<file path="src/rtl/wdog_dual_stage_pkg.sv">
package wdog_dual_stage_pkg;
  localparam int CMP_WORDS = 2;

  typedef struct packed {
    logic                 refresh;
    logic                 writeOffset;
    logic [CMP_WORDS-1:0] loadWord;
    logic                 arm;
  } wdStrobes_t;
endpackage

</file>
<file path="src/rtl/wdog_datapath.sv">
module wdog_datapath
  import wdog_dual_stage_pkg::*;
#(
  parameter int DataW  = 32,
  parameter int CountW = CMP_WORDS * DataW
) (
  input  logic              clk,
  input  logic              rstN,
  input  logic [CountW-1:0] sysCount,
  input  logic [DataW-1:0]  busWdata,
  input  wdStrobes_t        stb,
  output logic              expired,
  output logic [CountW-1:0] compareVal,
  output logic [DataW-1:0]  offsetVal
);
  logic [CountW-1:0] compareQ, compareNext, reloadSum;
  logic [DataW-1:0]  offsetQ, offsetUse;

  assign offsetUse = stb.writeOffset ? busWdata : offsetQ;
  assign reloadSum = sysCount + CountW'(offsetUse);
  assign expired   = sysCount >= compareQ;

  always_comb begin
    compareNext = compareQ;
    if (stb.refresh || stb.arm) begin
      compareNext = reloadSum;
    end else begin
      for (int i = 0; i < CMP_WORDS; i++) begin
        if (stb.loadWord[i]) compareNext[i*DataW +: DataW] = busWdata;
      end
    end
  end

  always_ff @(posedge clk or negedge rstN) begin
    if (!rstN) begin
      compareQ <= '0;
      offsetQ  <= '0;
    end else begin
      compareQ <= compareNext;
      if (stb.writeOffset) offsetQ <= busWdata;
    end
  end

  assign compareVal = compareQ;
  assign offsetVal  = offsetQ;


  cmp_hold_chk: assert property (@(posedge clk) disable iff (!rstN)
    (!stb.refresh && !stb.arm && stb.loadWord == '0) |=> $stable(compareQ));
endmodule

</file>
<file path="src/rtl/wdog_ctrl.sv">
module wdog_ctrl
  import wdog_dual_stage_pkg::*;
#(
  parameter int          AddrW   = 12,
  parameter int          DataW   = 32,
  parameter logic [31:0] IdValue = 32'h5744_0101,
  parameter int          CountW  = CMP_WORDS * DataW
) (
  input  logic              clk,
  input  logic              rstN,
  input  logic              busValid,
  input  logic              busWrite,
  input  logic              busRefreshSel,
  input  logic [AddrW-1:0]  busAddr,
  input  logic [DataW-1:0]  busWdata,
  input  logic              expired,
  input  logic [CountW-1:0] compareVal,
  input  logic [DataW-1:0]  offsetVal,
  output wdStrobes_t        stb,
  output logic              warnQ,
  output logic              finalQ,
  output logic [DataW-1:0]  busRdata
);
  localparam logic [AddrW-1:0] StatusAddr = AddrW'(12'h000);
  localparam logic [AddrW-1:0] OffsetAddr = AddrW'(12'h008);
  localparam logic [AddrW-1:0] CmpAddr    = AddrW'(12'h010);
  localparam logic [AddrW-1:0] IdAddr     = AddrW'(12'hFCC);
  localparam logic [AddrW-1:0] KickAddr   = AddrW'(12'h000);

  logic enableQ;
  logic anyWrite, ctlWrite, wrStatus, wrOffset, wrKick, fireFinal;
  logic [DataW-1:0] rdNext;

  assign anyWrite = busValid && busWrite;
  assign ctlWrite = anyWrite && !busRefreshSel;
  assign wrStatus = ctlWrite && busAddr == StatusAddr;
  assign wrOffset = ctlWrite && busAddr == OffsetAddr;
  assign wrKick   = anyWrite && busRefreshSel && busAddr == KickAddr;

  genvar gw;
  generate
    for (gw = 0; gw < CMP_WORDS; gw++) begin : g_word
      assign stb.loadWord[gw] = ctlWrite && busAddr == CmpAddr + AddrW'(4 * gw);
    end
  endgenerate

  assign stb.refresh     = wrStatus || wrOffset || wrKick;
  assign stb.writeOffset = wrOffset;
  assign stb.arm         = enableQ && expired && !warnQ && !anyWrite;
  assign fireFinal       = enableQ && expired && warnQ && !finalQ && !anyWrite;

  always_ff @(posedge clk or negedge rstN) begin
    if (!rstN) begin
      enableQ <= 1'b0;
      warnQ   <= 1'b0;
      finalQ  <= 1'b0;
    end else begin
      if (wrStatus) enableQ <= busWdata[0];
      if (stb.refresh) begin
        warnQ  <= 1'b0;
        finalQ <= 1'b0;
      end else if (stb.arm) begin
        warnQ <= 1'b1;
      end else if (fireFinal) begin
        finalQ <= 1'b1;
      end
    end
  end

  always_comb begin
    rdNext = '0;
    if (!busRefreshSel) begin
      if (busAddr == StatusAddr) rdNext[2:0] = {finalQ, warnQ, enableQ};
      if (busAddr == OffsetAddr) rdNext = offsetVal;
      for (int i = 0; i < CMP_WORDS; i++) begin
        if (busAddr == CmpAddr + AddrW'(4 * i)) rdNext = compareVal[i*DataW +: DataW];
      end
    end
    if (busAddr == IdAddr) rdNext = DataW'(IdValue);
  end

  always_ff @(posedge clk or negedge rstN) begin
    if (!rstN) busRdata <= '0;
    else       busRdata <= (busValid && !busWrite) ? rdNext : '0;
  end


  final_needs_warn_chk: assert property (@(posedge clk) disable iff (!rstN)
    finalQ |-> warnQ);

  idle_quiet_chk: assert property (@(posedge clk) disable iff (!rstN)
    !enableQ |-> (!warnQ && !finalQ));

  refresh_clears_chk: assert property (@(posedge clk) disable iff (!rstN)
    stb.refresh |=> (!warnQ && !finalQ));

  warn_cause_chk: assert property (@(posedge clk) disable iff (!rstN)
    $rose(warnQ) |-> $past(expired && enableQ));

  write_blocks_chk: assert property (@(posedge clk) disable iff (!rstN)
    (anyWrite && !stb.refresh) |=> ($stable(warnQ) && $stable(finalQ)));
endmodule

</file>
<file path="src/rtl/wdog_dual_stage.sv">
module wdog_dual_stage
  import wdog_dual_stage_pkg::*;
#(
  parameter int          AddrW   = 12,
  parameter int          DataW   = 32,
  parameter logic [31:0] IdValue = 32'h5744_0101,
  localparam int         CountW  = CMP_WORDS * DataW
) (
  input  logic              clk,
  input  logic              rstN,
  input  logic [CountW-1:0] sysCount,
  input  logic              busValid,
  input  logic              busWrite,
  input  logic              busRefreshSel,
  input  logic [AddrW-1:0]  busAddr,
  input  logic [DataW-1:0]  busWdata,
  output logic [DataW-1:0]  busRdata,
  output logic              warnIrq,
  output logic              resetReq
);
  wdStrobes_t        stb;
  logic              expired;
  logic [CountW-1:0] compareVal;
  logic [DataW-1:0]  offsetVal;

  wdog_ctrl #(.AddrW(AddrW), .DataW(DataW), .IdValue(IdValue), .CountW(CountW)) u_ctrl (
    .clk(clk), .rstN(rstN), .busValid(busValid), .busWrite(busWrite),
    .busRefreshSel(busRefreshSel), .busAddr(busAddr), .busWdata(busWdata),
    .expired(expired), .compareVal(compareVal), .offsetVal(offsetVal),
    .stb(stb), .warnQ(warnIrq), .finalQ(resetReq), .busRdata(busRdata)
  );

  wdog_datapath #(.DataW(DataW), .CountW(CountW)) u_dp (
    .clk(clk), .rstN(rstN), .sysCount(sysCount), .busWdata(busWdata), .stb(stb),
    .expired(expired), .compareVal(compareVal), .offsetVal(offsetVal)
  );
endmodule

</file>
<file path="config.mk">
export PLATFORM = sky130hd
export DESIGN_NAME = wdog_dual_stage
export DESIGN_NICKNAME = d
export VERILOG_FILES = /design/src/rtl/wdog_dual_stage_pkg.sv /design/src/rtl/wdog_datapath.sv /design/src/rtl/wdog_ctrl.sv /design/src/rtl/wdog_dual_stage.sv
export SDC_FILE = /design/constraint.sdc
export NUM_CORES = 1
export LEC_CHECK = 0
export CELL_PAD_IN_SITES_DETAIL_PLACEMENT = 1
export CELL_PAD_IN_SITES_GLOBAL_PLACEMENT = 1
export CORE_MARGIN = 2
export CORE_UTILIZATION = 35
export DETAILED_ROUTE_END_ITERATION = 10
export DONT_BUFFER_PORTS = 1
export PLACE_DENSITY = 0.66
export SETUP_SLACK_MARGIN = 0.2
export SYNTH_ARGS = -nofsm -noshare
export SYNTH_HDL_FRONTEND = slang
export SYNTH_SLANG_ARGS = --single-unit
</file>
<file path="constraint.sdc">
create_clock -name clk -period 4.4 [get_ports clk]
set_clock_uncertainty 0.05 [all_clocks]
set_input_delay 0.88 -clock clk [delete_from_list [all_inputs] [get_ports clk]]
set_output_delay 0.88 -clock clk [all_outputs]
set_load 0.05 [all_outputs]
</file>
== Word level (Yosys, flattened, before mapping) ==
Index checks and enable logic that the tools add are counted.

* $add $sub $neg: 1
* Order comparisons: 1
* Eq/ne operators: 5
* Mux-type cells: 16
* Reduce and logical (&&, ||, !) cells: 29

{| class="wikitable"
|+ Operator list
! cell !! count
|-
| 32-bit two-way mux || 9
|-
| 64-bit by 32-bit adder with 64-bit output || 1
|-
| 64-bit greater-or-equal comparator || 1
|-
| 64-bit two-way mux || 1
|-
| 12-bit by 5-bit equality test with 1-bit output (second input constant) || 2
|-
| 1-bit logical AND || 15
|-
| 12-bit equality test (second input constant) || 1
|-
| 12-bit by 4-bit equality test with 1-bit output (second input constant) || 1
|-
| 12-bit zero test || 1
|-
| 2-bit nonzero test || 4
|-
| 1-bit zero test || 5
|-
| 1-bit two-way mux || 5
|-
| 1-bit logical OR || 3
|-
| 3-bit two-way mux || 1
|-
| 2-bit by 1-bit != test with 1-bit output (second input constant) || 1
|-
| 2-bit AND reduction || 1
|}

* Bits in registers: 131
* Input port bits: 113
* Logic and storage cells: 59

== Logic depth before layout (Yosys ltp) ==
* Word-level depth: 8
* Mapped depth: 19
* Gate-level depth less buffers: 16

== Hierarchy ==
A second synthesis with hierarchy kept.

* Cells, all modules: 1168
* Area, all modules: 10073.4 um^2

{| class="wikitable"
|+ By module, submodules not included
! module !! instances !! cells an instance !! area each (um^2) !! sequential area each (um^2)
|-
| wdog_datapath || 1 || 935 || 8122.8 || 2402.3
|-
| wdog_ctrl || 1 || 233 || 1950.6 || 875.8
|}

== Worst setup path before layout ==
No wires, ideal clock.

* Path type: input-to-reg
* Start: input port busAddr[9]
* End: register u_dp.compareQ[56], in the netlist u_dp.compareVal[56]
* Arrival time: 5.276 ns
* Required time: 4.271 ns
* Setup slack: -1.006 ns
* Stages on the path: 18
* Path buffers: 4
* Path through: nor4_1 -> nand2_1 -> or4_1 -> clkbuf_1 -> nor3_1 -> clkbuf_1 -> mux2_2 -> ha_1 -> clkbuf_1 -> nand4_1 -> or3_1 -> a211oi_1 -> nor4b_1 -> o31ai_1 -> clkbuf_1 -> nand4b_1 -> xor2_1 -> mux2i_1

{| class="wikitable"
|+ RTL lines
! item !! line !! RTL
|-
| start, declared || wdog_dual_stage.sv:15 || <nowiki>input logic [AddrW-1:0] busAddr,</nowiki>
|-
| 12-bit by 4-bit equality test with 1-bit output || wdog_ctrl.sv:37 || <nowiki>assign wrOffset = ctlWrite && busAddr == OffsetAddr;</nowiki>
|-
| 1-bit logical AND || wdog_ctrl.sv:37 ||
|-
| 32-bit two-way mux || - ||
|-
| via u_dp.offsetUse[16] || wdog_datapath.sv:17 || <nowiki>logic [DataW-1:0] offsetQ, offsetUse;</nowiki>
|-
| 64-bit by 32-bit adder with 64-bit output || wdog_datapath.sv:20 || <nowiki>assign reloadSum = sysCount + CountW'(offsetUse);</nowiki>
|-
| 64-bit two-way mux || wdog_datapath.sv:25 || <nowiki>if (stb.refresh || stb.arm) begin</nowiki>
|-
| end signal, assigned || wdog_datapath.sv:39 || <nowiki>compareQ <= compareNext;</nowiki>
|-
| end, declared || wdog_datapath.sv:16 || <nowiki>logic [CountW-1:0] compareQ, compareNext, reloadSum;</nowiki>
|}

The timed path passes the listed nets, and every way through them passes these cells.
A chain may end at the register's enable or synchronous reset.

== Worst setup path after layout ==
* Start: input port busAddr[9]
* End: register u_dp.compareQ[59], in the netlist u_dp.compareVal[59]

Same word-level chain as after synthesis.

==> results_dict.tcl <==
set metrics [dict create \
    power_uw 3010 \
    seq_area_frac_synth_pct 32.8 \
    route.vias.total 9484 \
    yosysUniqueCellTypes 68 \
    final_nets 1430 \
    overflow 0 \
    whs_ns 0.0783 \
    hpwl_mm 30.3 \
    wl_met2_mm 19.8 \
    clk_pin_slew_worst_paths_ns 0.06 \
    powerDensity_nw_per_um2 224 \
    r2r-start "u_dp.compareVal[47]$_DFFE_PN0P_" \
    drtAntennaViolNets 0 \
    hp-class "in2async" \
    cts_max_path_buffers 2 \
    async_reset_ff_share_pct 100 \
    arrival_ns 4.72 \
    setup_viol 4 \
    r2r_slack_ns 0.77 \
    met1Wirelength_mm 17.6 \
    synth_edf_count 0 \
    synth-seq-cells 131 \
    clock-sinks 131 \
    dieArea_um2 29900 \
    critical_path_class "in2reg" \
    initial_core_util_pct 35.7 \
    numPlacedInstances 1532 \
    cts_tree "built" \
    violations "setup timing" \
    htree_levels 4 \
    hold_buffers 0 \
    first_global_vias 10200 \
    die_h_um 173 \
    portBuffers 0 \
    r2r_cells 11 \
    ys_warn_count 0 \
    power.leakage_uw 0.00567 \
    routed.top_layer "met4" \
    grt_usage_pct 27.4 \
    syn-cell-area_um2 9990 \
    cts_made_buffers 17 \
    coreArea_um2 27900 \
    drt_iter0_drc 715 \
    critPathCaptureType "flop" \
    synthCells 1056 \
    place.gp.congestion 0.910 \
    worst_slack_ns -0.0570 \
    layout.cells.non_filler 1611 \
    outcome "complete, but fails checks" \
    fin_crit_sh_pct 101 \
    syn-num-nets 1267 \
    slew_headroom_pct 35.2 \
    area_delta_synth_final_pct 34.9 \
    antenna_found_initial 0 \
    final_layout_size_suffix_gt1_share_pct 32.2 \
    syn_area_per_cell_um2 9.46 \
    final_core_util_pct 48.2 \
    grt_max_degree 132 \
    wl_per_cell_um 25.7 \
    worstSkewPairLatency_ns 0.46 \
    crit_fanout 8 \
    max_freq_mhz 224 \
    cts_root_buf "clkbuf_16" \
    worstPathRequired_ns 4.66 \
    io_pins 147 \
    period_needed_ns 4.46 \
    num_rows 61 \
    routed_wl_mm 41.4 \
    worstMarginPinSlew_ns 0.972 \
    grt_pass1_wl_mm 62.5 \
    reg2reg_to "u_dp.compareVal[54]$_DFFE_PN0P_" \
    rsz0062_at_grt "yes" \
    viasPerCell 5.89 \
    wl_met3_mm 3.00 \
    final_hold_viol_count 0 \
    die_w_um 173 \
    cap_violations 0 \
    synthFlopType "dfrtp_1" \
    post-place-ws_ns -0.668 \
    remaining_drc_errors 0 \
    drtPass1Iterations 5 \
    peakVddDrop_mv 0.220 \
    start_kind "input pin" \
    maxSlewViolCount 0 \
]
cell usage in the layout, fill, tap and decap left out, types with 29 or more instances in the layout:
cell,instances
a21oi_1,36
a222oi_1,29
buf_4,159
dfrtp_1,131
ha_1,77
inv_1,78
mux2i_1,101
nand2_1,48
nor2_1,67
o21ai_0,38
cell families after synthesis:
group	after synthesis	share of synthesized area, %
simple gates	254	12.9
buf+inv	125	5.55
xor+xnor	51	4.47
compound gates	261	17.8
flops	131	32.8
fa+ha+maj	98	12.4
mux	136	14.1
cell usage after synthesis (all sizes together) (2+ instances only):
cell type	number	area (µm²)
or2	4	27.5
nand2b	3	18.8
nor3	8	45.0
dfrtp	131	3280
a22o	2	17.5
a2111oi	11	103
nand3	23	115
inv	79	297
nor2b	7	43.8
nand4	25	156
buf	7	111
and2	8	50.1
ha	97	1210
a21oi	60	300
or4	3	26.3
a211oi	4	30.0
o211a	2	20.0
xnor2	21	184
o31ai	6	45.0
mux2i	101	1010
o211ai	5	37.5
nand3b	3	22.5
o21ai	61	305
o21a	3	22.5
o2111ai	5	43.8
and4	9	78.8
nand2	56	210
and3	12	75.1
o22ai	4	25.0
a222oi	29	290
clkbuf	39	146
xor2	30	263
a31oi	16	100
a22oi	4	30.0
a21boi	2	15.0
o21bai	5	37.5
a21o	26	195
nor4	7	50.1
nor2	72	270
or3	10	62.6
mux2	35	398
a221oi	5	43.8
per-layer routing:
metal / track usage [%] / vias up
met5: 0 / -
met4: 8.69 / 0
met3: 7.15 / 67
met2: 45.4 / 349
met1: 35.0 / 4809
li1: - / 4259
timing repair:
| action | 4_1_cts | 5_1_grt |
|---|---|---|
| endpoints found under the hold margin | 0 | 0 |
| cloned | 1 | 0 |
| pin swaps | 31 | 44 |
| setup buffers | 24 | 21 |
| resized for setup | 76 | 61 |
| setup endpoints to repair | 50 | 49 |
flip-flops by register name, indices dropped and copies added (netlist names):
name             flops
u_dp.compareVal     64
u_ctrl.finalQ        1
u_ctrl.enableQ       1
u_ctrl.busRdata     32
u_dp.offsetVal      32
u_ctrl.warnQ         1
how the worst max path moves through the flow:
stage,from,end,depth (start not counted)
floorplan,busAddr[9],u_dp.compareVal[50]$_DFFE_PN0P_,18
global placement,busAddr[9],u_dp.compareVal[18]$_DFFE_PN0P_,17
detailed placement,busAddr[9],u_dp.compareVal[34]$_DFFE_PN0P_,18
CTS,busAddr[9],u_dp.compareVal[50]$_DFFE_PN0P_,17
global route,busAddr[9],u_dp.compareVal[59]$_DFFE_PN0P_,19
finish,busAddr[9],u_dp.compareVal[59]$_DFFE_PN0P_,19
worst max-delay path, cell delays in order:
cell	delay (ns)
nor4_4	0.24
nand2_1	0.09
or4_4	0.44
nor3_4	0.22
buf_6	0.22
buf_6	0.13
mux2_4	0.32
ha_4	0.27
a21o_1	0.13
nand4_1	0.22
a21oi_2	0.29
a211oi_4	0.09
buf_6	0.14
nor4_4	0.33
buf_4	0.21
nor2_4	0.06
buf_4	0.14
o31ai_2	0.17
a31oi_1	0.10
power by group:
part           switching [µW]  internal (µW)  total [µW]  leakage, µW
Combinational             135            126         261      0.00360
Sequential               3.87           1210        1210      0.00177
Clock                     630            912        1540     0.000293
cell type report:
cell class / instances / area, µm²
Tap cell: 378 / 473
Inverter: 79 / 299
Multi-Input combinational cell: 801 / 7200
Timing Repair Buffer: 189 / 1600
Antenna cell: 1 / 2.50
Sequential cell: 131 / 3280
Clock buffer: 18 / 439
Clock inverter: 14 / 179
Fill cell: 3111 / 14500
metrics by stage:
step           setup TNS (ns)  cell area, µm²
2_1_floorplan           -6.66           10500
6_report               -0.146           13500
5_1_grt                 -3.80           13500
4_1_cts                     0           13000
3_3_place_gp           -21.23           11800
3_5_place_dp           -26.21           11800
Note: power is estimated with default switching activity, not from simulation.
